### src/rtl/coulomb_pkg.sv
package coulomb_pkg;
   // Classification of the conversion seen in a given cycle.
   typedef enum logic [2:0] {
      CK_NONE,      // no conversion, or discarded by a host write
      CK_SAMPLE,    // sense reading, corrected and integrated
      CK_OFFSET,    // offset measurement, held current substituted
      CK_CAL_ONLY,  // offset measurement in the restart slot, no integration
      CK_SKIP       // sense reading in the restart slot, dropped
   } conv_kind_e;
endpackage

### src/rtl/cal_sequencer.sv
module cal_sequencer
   import coulomb_pkg::*;
#(
   parameter int CAL_PERIOD = 1024
) (
   input  logic       clk,
   input  logic       rst_n,
   input  logic       conv_done,
   input  logic       conv_is_offset,
   input  logic       host_wr,
   output logic       offset_req,
   output conv_kind_e kind
);
   localparam int CNT_W = (CAL_PERIOD > 2) ? $clog2(CAL_PERIOD) : 1;
   localparam logic [CNT_W-1:0] LAST_CNT = CNT_W'(CAL_PERIOD - 1);
   localparam logic [CNT_W-1:0] RESET_CNT = CNT_W'(1);

   if (CAL_PERIOD < 2) begin : g_bad_period
      $error("cal_sequencer: CAL_PERIOD must be at least 2");
   end

   logic [CNT_W-1:0] cnt_q;
   logic             restart_q;

   always_comb begin
      kind = CK_NONE;
      if (conv_done && !host_wr) begin
         if (restart_q) kind = conv_is_offset ? CK_CAL_ONLY : CK_SKIP;
         else           kind = conv_is_offset ? CK_OFFSET : CK_SAMPLE;
      end
   end

   always_ff @(posedge clk or negedge rst_n) begin
      if (!rst_n) begin
         cnt_q     <= RESET_CNT;
         restart_q <= 1'b0;
      end else if (host_wr) begin
         cnt_q     <= '0;
         restart_q <= 1'b1;
      end else if (conv_done) begin
         cnt_q     <= (cnt_q == LAST_CNT) ? '0 : cnt_q + 1'b1;
         restart_q <= 1'b0;
      end
   end

   assign offset_req = (cnt_q == '0);

   p_req_after_write_r7: assert property (@(posedge clk) disable iff (!rst_n)
      host_wr |=> offset_req);

   p_req_spacing_r6: assert property (@(posedge clk) disable iff (!rst_n)
      (conv_done && !host_wr && offset_req) |=> !offset_req);

   p_idle_keeps_req_r6: assert property (@(posedge clk) disable iff (!rst_n)
      (!conv_done && !host_wr) |=> $stable(offset_req));
endmodule

### src/rtl/offset_corrector.sv
module offset_corrector
   import coulomb_pkg::*;
#(
   parameter int SAMPLE_W = 16
) (
   input  logic                       clk,
   input  logic                       rst_n,
   input  conv_kind_e                 kind,
   input  logic signed [SAMPLE_W-1:0] raw_sample,
   output logic signed [SAMPLE_W-1:0] cur_q,
   output logic                       add_en,
   output logic signed [SAMPLE_W-1:0] addend
);
   localparam int DW = SAMPLE_W + 1;
   localparam logic signed [SAMPLE_W-1:0] POS_LIM = {1'b0, {(SAMPLE_W-1){1'b1}}};
   localparam logic signed [SAMPLE_W-1:0] NEG_LIM = {1'b1, {(SAMPLE_W-1){1'b0}}};

   if (SAMPLE_W < 2) begin : g_bad_width
      $error("offset_corrector: SAMPLE_W must be at least 2");
   end

   logic signed [SAMPLE_W-1:0] off_q;
   logic signed [DW-1:0]       diff;
   logic signed [SAMPLE_W-1:0] corr;

   always_comb begin
      diff = {raw_sample[SAMPLE_W-1], raw_sample} - {off_q[SAMPLE_W-1], off_q};
      if (diff[DW-1] != diff[DW-2]) corr = diff[DW-1] ? NEG_LIM : POS_LIM;
      else                          corr = diff[SAMPLE_W-1:0];
   end

   always_ff @(posedge clk or negedge rst_n) begin
      if (!rst_n) begin
         cur_q <= '0;
         off_q <= '0;
      end else begin
         case (kind)
            CK_SAMPLE:              cur_q <= corr;
            CK_OFFSET, CK_CAL_ONLY: off_q <= raw_sample;
            default: ;
         endcase
      end
   end

   assign add_en = (kind == CK_SAMPLE) || (kind == CK_OFFSET);
   assign addend = (kind == CK_OFFSET) ? cur_q : corr;

   p_cur_hold_r2: assert property (@(posedge clk) disable iff (!rst_n)
      (kind == CK_OFFSET || kind == CK_CAL_ONLY) |=> $stable(cur_q));

   p_no_wrap_pos_r1: assert property (@(posedge clk) disable iff (!rst_n)
      (kind == CK_SAMPLE && !raw_sample[SAMPLE_W-1] && (off_q[SAMPLE_W-1] || off_q == '0))
      |=> !cur_q[SAMPLE_W-1]);

   p_no_wrap_neg_r1: assert property (@(posedge clk) disable iff (!rst_n)
      (kind == CK_SAMPLE && raw_sample[SAMPLE_W-1] && !off_q[SAMPLE_W-1])
      |=> cur_q[SAMPLE_W-1]);
endmodule

### src/rtl/charge_integrator.sv
module charge_integrator #(
   parameter int SAMPLE_W = 16,
   parameter int ACC_W    = 16,
   parameter int FRAC_W   = 12,
   parameter bit SATURATE = 1'b1
) (
   input  logic                       clk,
   input  logic                       rst_n,
   input  logic                       add_en,
   input  logic signed [SAMPLE_W-1:0] addend,
   input  logic                       host_wr,
   input  logic [ACC_W-1:0]           host_wdata,
   output logic [ACC_W-1:0]           charge_out
);
   localparam int FULL_W = ACC_W + FRAC_W;
   localparam int EXT_W  = FULL_W + 1 - SAMPLE_W;
   localparam logic [FULL_W-1:0] TOP_VAL = {1'b0, {(FULL_W-1){1'b1}}};
   localparam logic [FULL_W-1:0] BOT_VAL = {1'b1, {(FULL_W-1){1'b0}}};

   if (FRAC_W < 1 || SAMPLE_W > FULL_W) begin : g_bad_cfg
      $error("charge_integrator: need FRAC_W >= 1 and SAMPLE_W <= ACC_W + FRAC_W");
   end

   logic [FULL_W-1:0] acc_q;
   logic [FULL_W-1:0] acc_next;
   logic [FULL_W:0]   sum;

   assign sum = {acc_q[FULL_W-1], acc_q} + {{EXT_W{addend[SAMPLE_W-1]}}, addend};

   if (SATURATE) begin : g_clamp
      always_comb begin
         if (sum[FULL_W] != sum[FULL_W-1]) acc_next = sum[FULL_W] ? BOT_VAL : TOP_VAL;
         else                              acc_next = sum[FULL_W-1:0];
      end

      p_no_wrap_pos_r5: assert property (@(posedge clk) disable iff (!rst_n)
         (add_en && !host_wr && !acc_q[FULL_W-1] && !addend[SAMPLE_W-1]) |=> !acc_q[FULL_W-1]);

      p_no_wrap_neg_r5: assert property (@(posedge clk) disable iff (!rst_n)
         (add_en && !host_wr && acc_q[FULL_W-1] && addend[SAMPLE_W-1]) |=> acc_q[FULL_W-1]);
   end else begin : g_wrap
      assign acc_next = sum[FULL_W-1:0];
   end

   always_ff @(posedge clk or negedge rst_n) begin
      if (!rst_n)       acc_q <= '0;
      else if (host_wr) acc_q <= {host_wdata, {FRAC_W{1'b0}}};
      else if (add_en)  acc_q <= acc_next;
   end

   assign charge_out = acc_q[FULL_W-1 -: ACC_W];

   p_write_load_r7: assert property (@(posedge clk) disable iff (!rst_n)
      host_wr |=> (charge_out == $past(host_wdata)) && (acc_q[FRAC_W-1:0] == '0));

   p_idle_hold_r4: assert property (@(posedge clk) disable iff (!rst_n)
      (!add_en && !host_wr) |=> $stable(acc_q));
endmodule

### src/rtl/coulomb_accum.sv
module coulomb_accum
   import coulomb_pkg::*;
#(
   parameter int SAMPLE_W   = 16,
   parameter int ACC_W      = 16,
   parameter int FRAC_W     = 12,
   parameter int CAL_PERIOD = 1024,
   parameter bit SATURATE   = 1'b1
) (
   input  logic                clk,
   input  logic                rst_n,
   input  logic                conv_done,
   input  logic                conv_is_offset,
   input  logic [SAMPLE_W-1:0] raw_sample,
   input  logic                host_wr,
   input  logic [ACC_W-1:0]    host_wdata,
   output logic [SAMPLE_W-1:0] current_out,
   output logic [ACC_W-1:0]    charge_out,
   output logic                offset_req
);
   conv_kind_e                 kind;
   logic signed [SAMPLE_W-1:0] cur_s;
   logic signed [SAMPLE_W-1:0] addend;
   logic                       add_en;

   cal_sequencer #(.CAL_PERIOD(CAL_PERIOD)) u_seq (
      .clk            (clk),
      .rst_n          (rst_n),
      .conv_done      (conv_done),
      .conv_is_offset (conv_is_offset),
      .host_wr        (host_wr),
      .offset_req     (offset_req),
      .kind           (kind)
   );

   offset_corrector #(.SAMPLE_W(SAMPLE_W)) u_corr (
      .clk        (clk),
      .rst_n      (rst_n),
      .kind       (kind),
      .raw_sample ($signed(raw_sample)),
      .cur_q      (cur_s),
      .add_en     (add_en),
      .addend     (addend)
   );

   charge_integrator #(
      .SAMPLE_W (SAMPLE_W),
      .ACC_W    (ACC_W),
      .FRAC_W   (FRAC_W),
      .SATURATE (SATURATE)
   ) u_int (
      .clk        (clk),
      .rst_n      (rst_n),
      .add_en     (add_en),
      .addend     (addend),
      .host_wr    (host_wr),
      .host_wdata (host_wdata),
      .charge_out (charge_out)
   );

   assign current_out = cur_s;

   p_collision_r9: assert property (@(posedge clk) disable iff (!rst_n)
      (conv_done && host_wr) |=> $stable(current_out) && offset_req);

   p_restart_hold_r8: assert property (@(posedge clk) disable iff (!rst_n)
      (kind == CK_SKIP || kind == CK_CAL_ONLY) |=> $stable(charge_out) && $stable(current_out));
endmodule

### config.mk
export PLATFORM = sky130hd
export DESIGN_NAME = coulomb_accum
export DESIGN_NICKNAME = d
export VERILOG_FILES = /design/src/rtl/coulomb_pkg.sv /design/src/rtl/cal_sequencer.sv /design/src/rtl/offset_corrector.sv /design/src/rtl/charge_integrator.sv /design/src/rtl/coulomb_accum.sv
export SDC_FILE = /design/constraint.sdc
export NUM_CORES = 1
export LEC_CHECK = 0
export BUFFER_PORTS_ARGS = -buffer_cell sky130_fd_sc_hd__buf_4
export CAP_MARGIN = 25
export CORE_MARGIN = 2
export CORE_UTILIZATION = 53
export DETAILED_ROUTE_END_ITERATION = 16
export GPL_ROUTABILITY_DRIVEN = 0
export PLACE_DENSITY = 0.74
export SLEW_MARGIN = 20
export SYNTH_ARGS = -nofsm -noshare
export SYNTH_HDL_FRONTEND = slang
export SYNTH_SLANG_ARGS = --single-unit
### constraint.sdc
create_clock -name clk -period 6.95 [get_ports clk]
set_input_delay 0.3475 -clock clk [delete_from_list [all_inputs] [get_ports clk]]
set_output_delay 0.3475 -clock clk [all_outputs]
set_load 0.005 [all_outputs]
Word-level counts from Yosys, hierarchy flattened
Cells that the tools add are included.

Latch bits: 0. Bits in writable memories: 0. Memory bits (read-only): 0. Memories kept: 0. Register bits: 71. Output and inout bits: 33.

Divide/modulo/power cells: 0. Bitwise logic cells: 0. Shifts and indexed selects: 0. Multiplexer cells: 16. Equal/unequal tests: 6. Add/sub/neg operators: 3. Reduce and logical (&&, ||, !) cells: 7. Magnitude comparators: 0. Multipliers: 0.

Operator list (count): two-way mux 28 bit (4); two-way mux 16 bit (3); two-way mux 10 bit (3); adder 28 x 16 -> 29 bit (1); subtractor 16 x 16 -> 17 bit (1); adder 10 x 1 -> 10 bit (second input constant) (1); equality test 10 bit (second input constant) (1); zero test 10 bit (1); two-way mux 3 bit (3); equality test 3 x 2 -> 1 bit (second input constant) (2); nonzero test 2 bit (2); equality test 3 x 1 -> 1 bit (second input constant) (1); two-way mux 1 bit (2); two-way mux 2 bit (1); != test 1 bit (2); OR reduction 2 bit (1); logical AND 1 bit (1); zero test 1 bit (1); logical OR 1 bit (1).

Logic depth before layout (Yosys ltp)
Gate-level depths: netlist (run 1).

Depth in word-level cells: 10. Depth in mapped cells: 30. Gate-level depth less buffers: 28.

Modules after synthesis
A second synthesis (run 1) with hierarchy kept.

Cell total of the unflattened synthesis: 695. Area, all modules: 5964.5 µm².

By module, submodules not included: charge_integrator (cells an instance 346, instances 1, area an instance 2901.5 µm², sequential area each 700.7 µm²); offset_corrector (cells an instance 281, instances 1, area an instance 2433.6 µm², sequential area each 800.8 µm²); cal_sequencer (cells an instance 68, instances 1, area an instance 629.4 µm², sequential area each 276.5 µm²).

Worst setup path after synthesis (run 1)
OpenSTA, ideal clock, no wires.

Path type: reg-to-reg. Start point: register u_corr.off_q[1]. End point: register u_int.acc_q[17]. Setup time: 0.073 ns. Data required time: 6.877 ns. Arrival: 5.366 ns. Stages on the path, launching flop included: 31. Period minus slack after synthesis: 5.439 ns. Slack: 1.511 ns. Cells stage by stage: dfrtp_1 > inv_1 > ha_1 > nor2b_1 > o21ai_0 > a21boi_0 > o21ai_0 > o31ai_1 > o22ai_1 > o21bai_1 > a21o_1 > xor2_1 > ha_1 > inv_1 > nor2_1 > buf_2 > nor2_1 > a21oi_1 > ha_1 > inv_1 > fa_1 > nor2b_4 > o2111a_2 > nor4_4 > o31a_4 > o31ai_4 > nor2_1 > o32ai_2 > nor2_2 > buf_6 > a21oi_2.

Cells in the longest elaborated chain, start to end: 9. Elaborated cells between the ends (all ways): 11. Classes of those cells: 2 x add/sub; 2 x eq/ne; 7 x mux.

Ends and longest elaborated chain: start, declared (RTL line offset_corrector.sv:22) `logic signed [SAMPLE_W-1:0] off_q;`; start signal, assigned (RTL line offset_corrector.sv:39) `CK_OFFSET, CK_CAL_ONLY: off_q <= raw_sample;`; subtractor 16 x 16 -> 17 bit * (RTL line offset_corrector.sv:27) `diff = {raw_sample[SAMPLE_W-1], raw_sample} - {off_q[SAMPLE_W-1], off_q};`; two-way mux 16 bit / != test 1 bit (equally long branches) (RTL line offset_corrector.sv:28) `if (diff[DW-1] != diff[DW-2]) corr = diff[DW-1] ? NEG_LIM : POS_LIM;`; two-way mux 16 bit * (RTL line offset_corrector.sv:28); two-way mux 16 bit * (RTL line offset_corrector.sv:46) `assign addend = (kind == CK_OFFSET) ? cur_q : corr;`; adder 28 x 16 -> 29 bit * (RTL line charge_integrator.sv:28) `assign sum = {acc_q[FULL_W-1], acc_q} + {{EXT_W{addend[SAMPLE_W-1]}}, addend};`; two-way mux 28 bit / != test 1 bit (equally long branches) (RTL line charge_integrator.sv:32) `if (sum[FULL_W] != sum[FULL_W-1]) acc_next = sum[FULL_W] ? BOT_VAL : TOP_VAL;`; two-way mux 28 bit * (RTL line charge_integrator.sv:32); two-way mux 28 bit * (RTL line charge_integrator.sv:48) `else if (add_en) acc_q <= acc_next;`; two-way mux 28 bit * (RTL line charge_integrator.sv:47) `else if (host_wr) acc_q <= {host_wdata, {FRAC_W{1'b0}}};`; end signal, assigned (RTL line charge_integrator.sv:47); end signal, assigned (RTL line charge_integrator.sv:48); end, declared (RTL line charge_integrator.sv:24) `logic [FULL_W-1:0] acc_q;`.

Mark *: on every way between the ends. The rest lies on a longest branch, timed or not. The select of a mux whose other input is x is not followed. A chain may end at the register's enable or synchronous reset.

Worst setup path after layout (run 1)
Start point: register u_corr.off_q[1]. End point: register u_int.acc_q[2].

The elaborated chain is that of the path after synthesis.

==> results of run 1 <==
-- synth_stat cells, drive strengths merged, types with 8 or more instances --
library cell | number | area (um^2)
nor3 | 13 | 65.06
inv | 40 | 150.1
clkbuf | 15 | 56.30
dfrtp | 70 | 1752
nand2 | 94 | 352.8
o21a | 13 | 97.59
o22ai | 16 | 100.1
a21o | 17 | 127.6
ha | 50 | 625.6
nand2b | 10 | 62.56
xor2 | 15 | 131.4
o21ai | 69 | 371.6
nand3 | 15 | 75.07
a21oi | 68 | 385.4
xnor2 | 24 | 210.2
buf | 27 | 188.9
mux2 | 8 | 90.09
nor2 | 73 | 276.5
-- how the worst max path moves through the flow --
stage / startpoint / endpoint / cells after the start
global route: u_corr.off_q[1]$_DFFE_PN0P_ / u_int.acc_q[1]$_DFFE_PN0P_ / 27
detailed placement: raw_sample[1] / u_int.acc_q[2]$_DFFE_PN0P_ / 27
finish: u_corr.off_q[1]$_DFFE_PN0P_ / u_int.acc_q[2]$_DFFE_PN0P_ / 28
floorplan: u_corr.off_q[1]$_DFFE_PN0P_ / u_int.acc_q[17]$_DFFE_PN0P_ / 30
global placement: raw_sample[1] / u_int.acc_q[2]$_DFFE_PN0P_ / 27
CTS: u_corr.off_q[1]$_DFFE_PN0P_ / u_int.acc_q[2]$_DFFE_PN0P_ / 27
-- placed cells by master (no fill, tap or decap), types with 5 or more instances in the layout --
cell type / n
o21ai_0: 57
mux2_2: 8
a21oi_2: 12
a21oi_1: 55
buf_4: 75
inv_1: 39
ha_1: 50
nand4_1: 5
or3_1: 5
o21bai_1: 7
nand2b_1: 10
nand2_1: 93
xor2_1: 15
and3_1: 5
o21ai_1: 5
xnor2_1: 24
a21o_1: 17
o21ai_2: 7
nand3_1: 15
dfrtp_1: 70
o22ai_1: 16
nor3_1: 11
nor2_1: 72
clkbuf_8: 10
o21a_1: 13
a211oi_1: 6
-- routing by layer --
layer  track usage [%]  routed length (um)  part of all wire (%)  vias up
li1                  -                   -                     -     2596
met1             34.78                6407                    44     2506
met2             41.92                6878                    48      155
met3             2.869                 723                   5.0       35
met4             11.36                 397                   2.8        0
met5                 0                   0                     0        -
-- through the flow --
step	TNS (ns)	util, %	power (W)
2_1_floorplan	0	-	0.002825
3_3_place_gp	0	58.49	0.003361
3_5_place_dp	-1.374	58.49	0.003431
4_1_cts	0	60.58	0.003841
5_1_grt	0	61.22	0.004270
6_report	0	61.22	0.003894
-- sequential cells by signal, summed over array words and instances (netlist names) --
register and flops:
u_corr.cur_q 16, u_corr.off_q 16, u_int.acc_q 28, u_seq.cnt_q 10, u_seq.restart_q 1
-- final cells by class --
type / instances / area [um^2]
Fill cell: 945 / 4185
Multi-Input combinational cell: 562 / 3670
Sequential cell: 71 / 1778
Timing Repair Buffer: 78 / 611.8
Tap cell: 140 / 175.2
Inverter: 40 / 150.1
Clock buffer: 11 / 141.4
Clock inverter: 5 / 81.33
-- kinds of logic (layout without fill, tap and decap cells) --
| kind of cell | count (synthesis) | count (layout) | share of synthesized area, % |
|---|---|---|---|
| AND/OR/NAND/NOR | 234 | 234 | 17.93 |
| flip-flops | 71 | 71 | 30.58 |
| adder cells (fa/ha/maj) | 52 | 52 | 11.45 |
| AO/OA/AOI/OAI | 228 | 228 | 25.65 |
| buffers and inverters | 82 | 134 | 6.800 |
| XOR/XNOR | 39 | 39 | 5.875 |
| multiplexers | 9 | 9 | 1.722 |
-- critical path: cells and delay by family (launching register included) --
family	cells	cell delay, ns
simple gates	3	0.29
flops	1	0.38
buf+inv	5	0.93
compound gates	15	3.31
mux	1	0.27
fa+ha+maj	3	0.92
xor+xnor	1	0.16
-- power groups by stage --
stage	Sequential [W]	Combinational, W	Clock [W]
5_1_grt	0.000698	0.00316	0.000410
2_1_floorplan	0.000647	0.00218	0
4_1_cts	0.000679	0.00277	0.000390
3_3_place_gp	0.000679	0.00268	0
6_report	0.000680	0.00283	0.000382
3_5_place_dp	0.000685	0.00275	0
-- repair_timing --
item	4_1_cts	5_1_grt
endpoints found under the hold margin	0	13
pin swaps	0	0
hold buffers	0	1
gates resized for setup	1	5
setup endpoints to repair	12	22
==> reports/results.ini, run 1 <==
[placement]
dp.cells=888
io_buffers=69
place_hpwl_mm=10.66
dpl_cell_area_um2=6312
preCtsSetupSlack_ns=-0.1589

[timing]
maxSlewHeadroom_pct=34.93
rsz0062_at_grt=no
hold_slack_ns=0.2014
fin_skew_ns=0.006343
min_period_ns=6.351
finalHoldViolations=0
finalMaxSlewViolations=0
fmax_mhz=157.5
setup_viol=0
worstMarginPinSlew_ns=0.9724
period_share_pct=91.37
setup_slack_ns=0.5994

[layout]
n_antenna_cell=0
finish.instance_area_um2=6608
final_layout_size_suffix_gt1_share_pct=17.73
fin_nets=851
fin_cells=907
syn_to_final_growth_pct=13.64

[logic_synthesis]
syn_avg_cell_area_um2=8.132
ys.flop_type=dfrtp_1
yosysWarnings=0
synth-edff-count=0
synthArstFlopShare_pct=100.0
ys_types=63
ys_seq_elements=71
ys_seq_area_share_pct=30.58
synthesis.area_um2=5814
synth_nets=804
netlist_instances=715

[floorplanning]
chipHeight_um=108.7
rows=38
die_w_um=108.7
dieArea_um2=11820
io_pins=70
start_util_pct=53.87
core_um2=10790

[global_route]
grt_antenna_before_repair=0
grt.total_usage_pct=25.81
grt_start_max_net_pins=72
grt_remaining_overflow=0
grt_pass1_wl_mm=24.31
grt_pass1_vias=5149

[hold_path]
hp-start=raw_sample[9]
holdPathEnd=u_corr.off_q[9]$_DFFE_PN0P_
min_path_type=in2reg
holdPathStages=3

[setup_path]
cp_slowest_stage_delay_ns=0.38
critPathMaxFanout=13
worstPathRequired_ns=7.22
crit-reg2reg-launch=u_corr.off_q[1]$_DFFE_PN0P_
cp-end-kind=flop
cpMostUsedCell=o21ai_0
critPathArrivalTime_ns=6.62
r2r_cells=28
r2r_slack_ns=0.60
worstReg2RegEnd=u_int.acc_q[2]$_DFFE_PN0P_
start_kind=flop
criticalPathCategory=reg2reg
cp_slowest_cell=dfrtp_1

[clock_network]
cts_sinks=71
cts_buffer_depth=2
numCtsBuffers=9
cts_setup_buffers=0
path_clk_slew_ns=0.08
htree_levels=3
cts_root_buf=clkbuf_8
cts_tree=yes
clock_latency_ns=0.36

[pwr]
p_comb_share_pct=72.7
cellLeakagePower_nw=3.115
p_per_area_nw_per_um2=589.3
power_switching_w=0.001948
pwr-share-clk_pct=9.8
switching_share_pct=50.04
ir_drop_uv=395.6
seq_power_share_pct=17.5
intPower_w=0.001945

[run_status]
status=finished clean

[detailed_routing]
drt_iter0_drc=304
wl_per_cell_um=15.88
vias=5292
drt_wl_total_mm=14.41
drcViolationCount=0
vias_per_cell=5.835
postRouteAntennaNets=0
dr.pass1.iters=5

[flow_run]
max_cap_viol_count=0

No activity file was read; power rests on OpenSTA's default activity.
==> inputs of run 2 (changes only) <==
- CTS_BUF_LIST: default -> sky130_fd_sc_hd__clkbuf_16
- SYNTH_HIERARCHICAL: default -> 1
==> run 2 against run 1 <==
Largest cell class unchanged. Wire length shrank 1.7%. Combinational power shrank 42%. Clock power grew 7.3%. Clock-buffer cell count shrank 2. Core utilization shrank 0.17 points. Setup slack gained 0.79 ns. Synthesized cell count shrank 2.8%. Sequential power shrank 12%. Critical path depth shrank 7.
==> reports/results.ini, run 2 <==
[layout]
layout_common_cells=nand2_1 (78), buf_4 (73), dfrtp_1 (70), nor2_1 (56), a21oi_1 (53)  ; was nand2_1 (93), buf_4 (75), nor2_1 (72), dfrtp_1 (70), o21ai_0 (57)
final_common_cell=nand2_1  ; unchanged
largest_reg_flops=28  ; unchanged
final_layout_size_suffix_gt1_share_pct=19.97  ; was 17.73%
register_area_um2=1778  ; unchanged
n_antenna_cell=0  ; unchanged
fin_cells=876  ; was 907
regMostFlops=u_int/acc_q  ; was u_int.acc_q
syn_to_final_growth_pct=11.45  ; was 13.64%
finish.instance_area_um2=6648  ; was 6608 um^2
final.fill_count=951  ; was 945
multi_input_area_um2=3762  ; was 3670 um^2
fin_nets=817  ; was 851
reg_top3=u_int/acc_q: 28 flops, u_corr/cur_q: 16 flops, u_corr/off_q: 16 flops  ; was u_int.acc_q: 28 flops, u_corr.cur_q: 16 flops, u_corr.off_q: 16 flops

[setup_path]
start_kind=flop  ; unchanged
cp-end-kind=flop  ; unchanged
critPathArrivalTime_ns=5.84  ; was 6.62 ns
r2r_slack_ns=1.39  ; was 0.60 ns
critPathMaxFanout=14  ; was 13
worstPathRequired_ns=7.23  ; was 7.22 ns
criticalPathCategory=reg2reg  ; unchanged

[timing]
setup_viol=0  ; unchanged
maxSlewHeadroom_pct=38.36  ; was 34.93%
rsz0062_at_grt=no  ; unchanged
finalHoldViolations=0  ; unchanged
fmax_mhz=179.9  ; was 157.5 MHz
finalMaxSlewViolations=0  ; unchanged
setup_tns_ns=0  ; unchanged
worstMarginPinSlew_ns=0.9247  ; was 0.9724 ns
min_period_ns=5.560  ; was 6.351 ns
period_share_pct=79.99  ; was 91.37%
fin_skew_ns=0.01091  ; was 0.006343 ns

[run_status]
status=finished clean  ; unchanged

[pwr]
seq_power_share_pct=22.6  ; was 17.5%
p_comb_share_pct=61.9  ; was 72.7%
p_per_area_nw_per_um2=397.3  ; was 589.3 nW/um^2
ir_drop_uv=239.1  ; was 395.6 uV
intPower_w=0.001446  ; was 0.001945 W
cellLeakagePower_nw=3.024  ; was 3.115 nW
power_switching_w=0.001195  ; was 0.001948 W
pwr-share-clk_pct=15.5  ; was 9.8%
switching_share_pct=45.24  ; was 50.04%

[placement]
io_buffers=69  ; unchanged
dpl_cell_area_um2=6387  ; was 6312 um^2
place_hpwl_mm=10.74  ; was 10.66 mm
dp.cells=860  ; was 888

[global_route]
grt_pass1_wl_mm=24.01  ; was 24.31 mm
grt_antenna_before_repair=0  ; unchanged
grt_start_max_net_pins=72  ; unchanged
grt_remaining_overflow=0  ; unchanged
grt.total_usage_pct=25.06  ; was 25.81%
grt_pass1_vias=4928  ; was 5149

[logic_synthesis]
netlist_instances=695  ; was 715
ys_top_cells_by_count=nand2_1 (78), dfrtp_1 (70), nor2_1 (56)  ; was nand2_1 (94), nor2_1 (72), dfrtp_1 (70)
yosysWarnings=6  ; was 0
ys_seq_area_share_pct=29.81  ; was 30.58%
ys.flop_type=dfrtp_1  ; unchanged
ys_types=76  ; was 63
synth_top_area_share_pct=29.37  ; was 30.13%
synth-edff-count=0  ; unchanged
synth_area_leaders=dfrtp_1 (29%), ha_1 (9.9%), nand2_1 (4.9%)  ; was dfrtp_1 (30%), ha_1 (11%), nand2_1 (6.1%)
yosys.cell_count.top_type=nand2_1  ; unchanged
ys_seq_elements=71  ; unchanged
synth_nets=781  ; was 804
synth_area_leader_cell=dfrtp_1  ; unchanged
syn_avg_cell_area_um2=8.582  ; was 8.132 um^2
synthArstFlopShare_pct=100.0  ; unchanged
synthesis.area_um2=5964  ; was 5814 um^2

[clock_network]
clock_latency_ns=0.34  ; was 0.36 ns
cts-resized-gates=0  ; was 1
cts_root_buf=clkbuf_16  ; was clkbuf_8
cts_setup_buffers=0  ; unchanged
numCtsBuffers=9  ; unchanged
cts_sinks=71  ; unchanged
path_clk_slew_ns=0.06  ; was 0.08 ns
postCtsHoldBufs=0  ; unchanged
htree_levels=3  ; unchanged
cts_tree=yes  ; unchanged
cts_buffer_depth=2  ; unchanged

[detailed_routing]
vias=5273  ; was 5292
dr.pass1.iters=6  ; was 5
drt_wl_total_mm=14.16  ; was 14.41 mm
wl_per_cell_um=16.16  ; was 15.88 um
drt_iter0_drc=469  ; was 304
postRouteAntennaNets=0  ; unchanged
drcViolationCount=0  ; unchanged
vias_per_cell=6.019  ; was 5.835

[floorplanning]
start_util_pct=54.78  ; was 53.87%
core_um2=10890  ; was 10790 um^2
die_w_um=110.1  ; was 108.7 um
io_pins=70  ; unchanged
rows=38  ; unchanged
dieArea_um2=12120  ; was 11820 um^2
chipHeight_um=110.1  ; was 108.7 um

[hold_path]
min_path_type=in2async  ; was in2reg

[flow_run]
max_cap_viol_count=0  ; unchanged

[run 2: final cells by class]
type	count	area share (%)
clock inverters	7	0.5270
well taps	140	2.635
repair buffers	73	8.244
inverters	33	1.863
multi-input cells	543	56.60
flip-flops and latches	71	26.75
clock buffers	9	3.388
[run 2: through the flow]
stage / total power [W] / util [%] / worst slack (ns) / hold WS [ns]
finish: 0.002641 / 61.05 / 1.390 / 0.1415
global route: 0.002867 / 61.05 / 0.9976 / 0.2139
CTS: 0.002639 / 61.05 / 1.443 / 0.1835
detailed placement: 0.002211 / 58.66 / 1.291 / 0.4778
global placement: 0.002176 / 58.66 / 1.495 / 0.4749
floorplan: 0.001851 / - / 2.062 / 0.05191
[run 2: worst max-delay path, stage by stage, from the launching register on]
cell	delay (ns)
dfrtp_1	0.34
ha_1	0.18
inv_1	0.06
fa_1	0.39
a21o_1	0.21
a21o_1	0.20
a31oi_1	0.33
o211ai_2	0.15
o211a_4	0.19
a21oi_4	0.42
a21oi_1	0.21
fa_1	0.53
a211oi_2	0.28
o211ai_2	0.16
a31o_2	0.28
a21oi_2	0.27
o31ai_4	0.14
nor4b_1	0.16
a31oi_1	0.14
buf_4	0.19
and2_1	0.43
a22o_1	0.21
[run 2: worst paths after layout]
path                            cells past startpoint                           to                         from
worst max-delay path                               21   u_int/acc_q[8]$_DFFE_PN0P_  u_corr/off_q[0]$_DFFE_PN0P_
worst min-delay path                                1   u_seq/cnt_q[2]$_DFFE_PN0P_                        rst_n
worst max register to register                     21   u_int/acc_q[8]$_DFFE_PN0P_  u_corr/off_q[0]$_DFFE_PN0P_
worst min register to register                      1  u_seq/restart_q$_DFFE_PN0P_  u_seq/restart_q$_DFFE_PN0P_
max in group asynchronous                           1  u_int/acc_q[16]$_DFFE_PN0P_                        rst_n
min in group clk                                    3  u_int/acc_q[20]$_DFFE_PN0P_                host_wdata[8]
[run 2: cells by family after synthesis]
group / share of synthesized area (%)
AND/OR/NAND/NOR: 18.42
XOR/XNOR: 5.580
AO/OA/AOI/OAI: 27.08
flip-flops: 29.81
multiplexers: 1.426
adder cells (fa/ha/maj): 10.53
buffers and inverters: 7.153
[run 2: metal layers]
layer	track usage (%)	vias to the layer above	share of wire, %
met2	38.17	140	45
met5	0	-	0
li1	-	2573	-
met3	4.762	16	5.5
met1	36.21	2544	48
met4	7.052	0	1.3
[run 2: power by group through the flow]
stage,combinational (W),sequential [W],clock [W]
after floorplan,0.00127,0.000583,0
after global placement,0.00158,0.000600,0
after detailed placement,0.00161,0.000603,0
after CTS,0.00162,0.000597,0.000421
after global routing,0.00181,0.000611,0.000442
final,0.00163,0.000596,0.000410
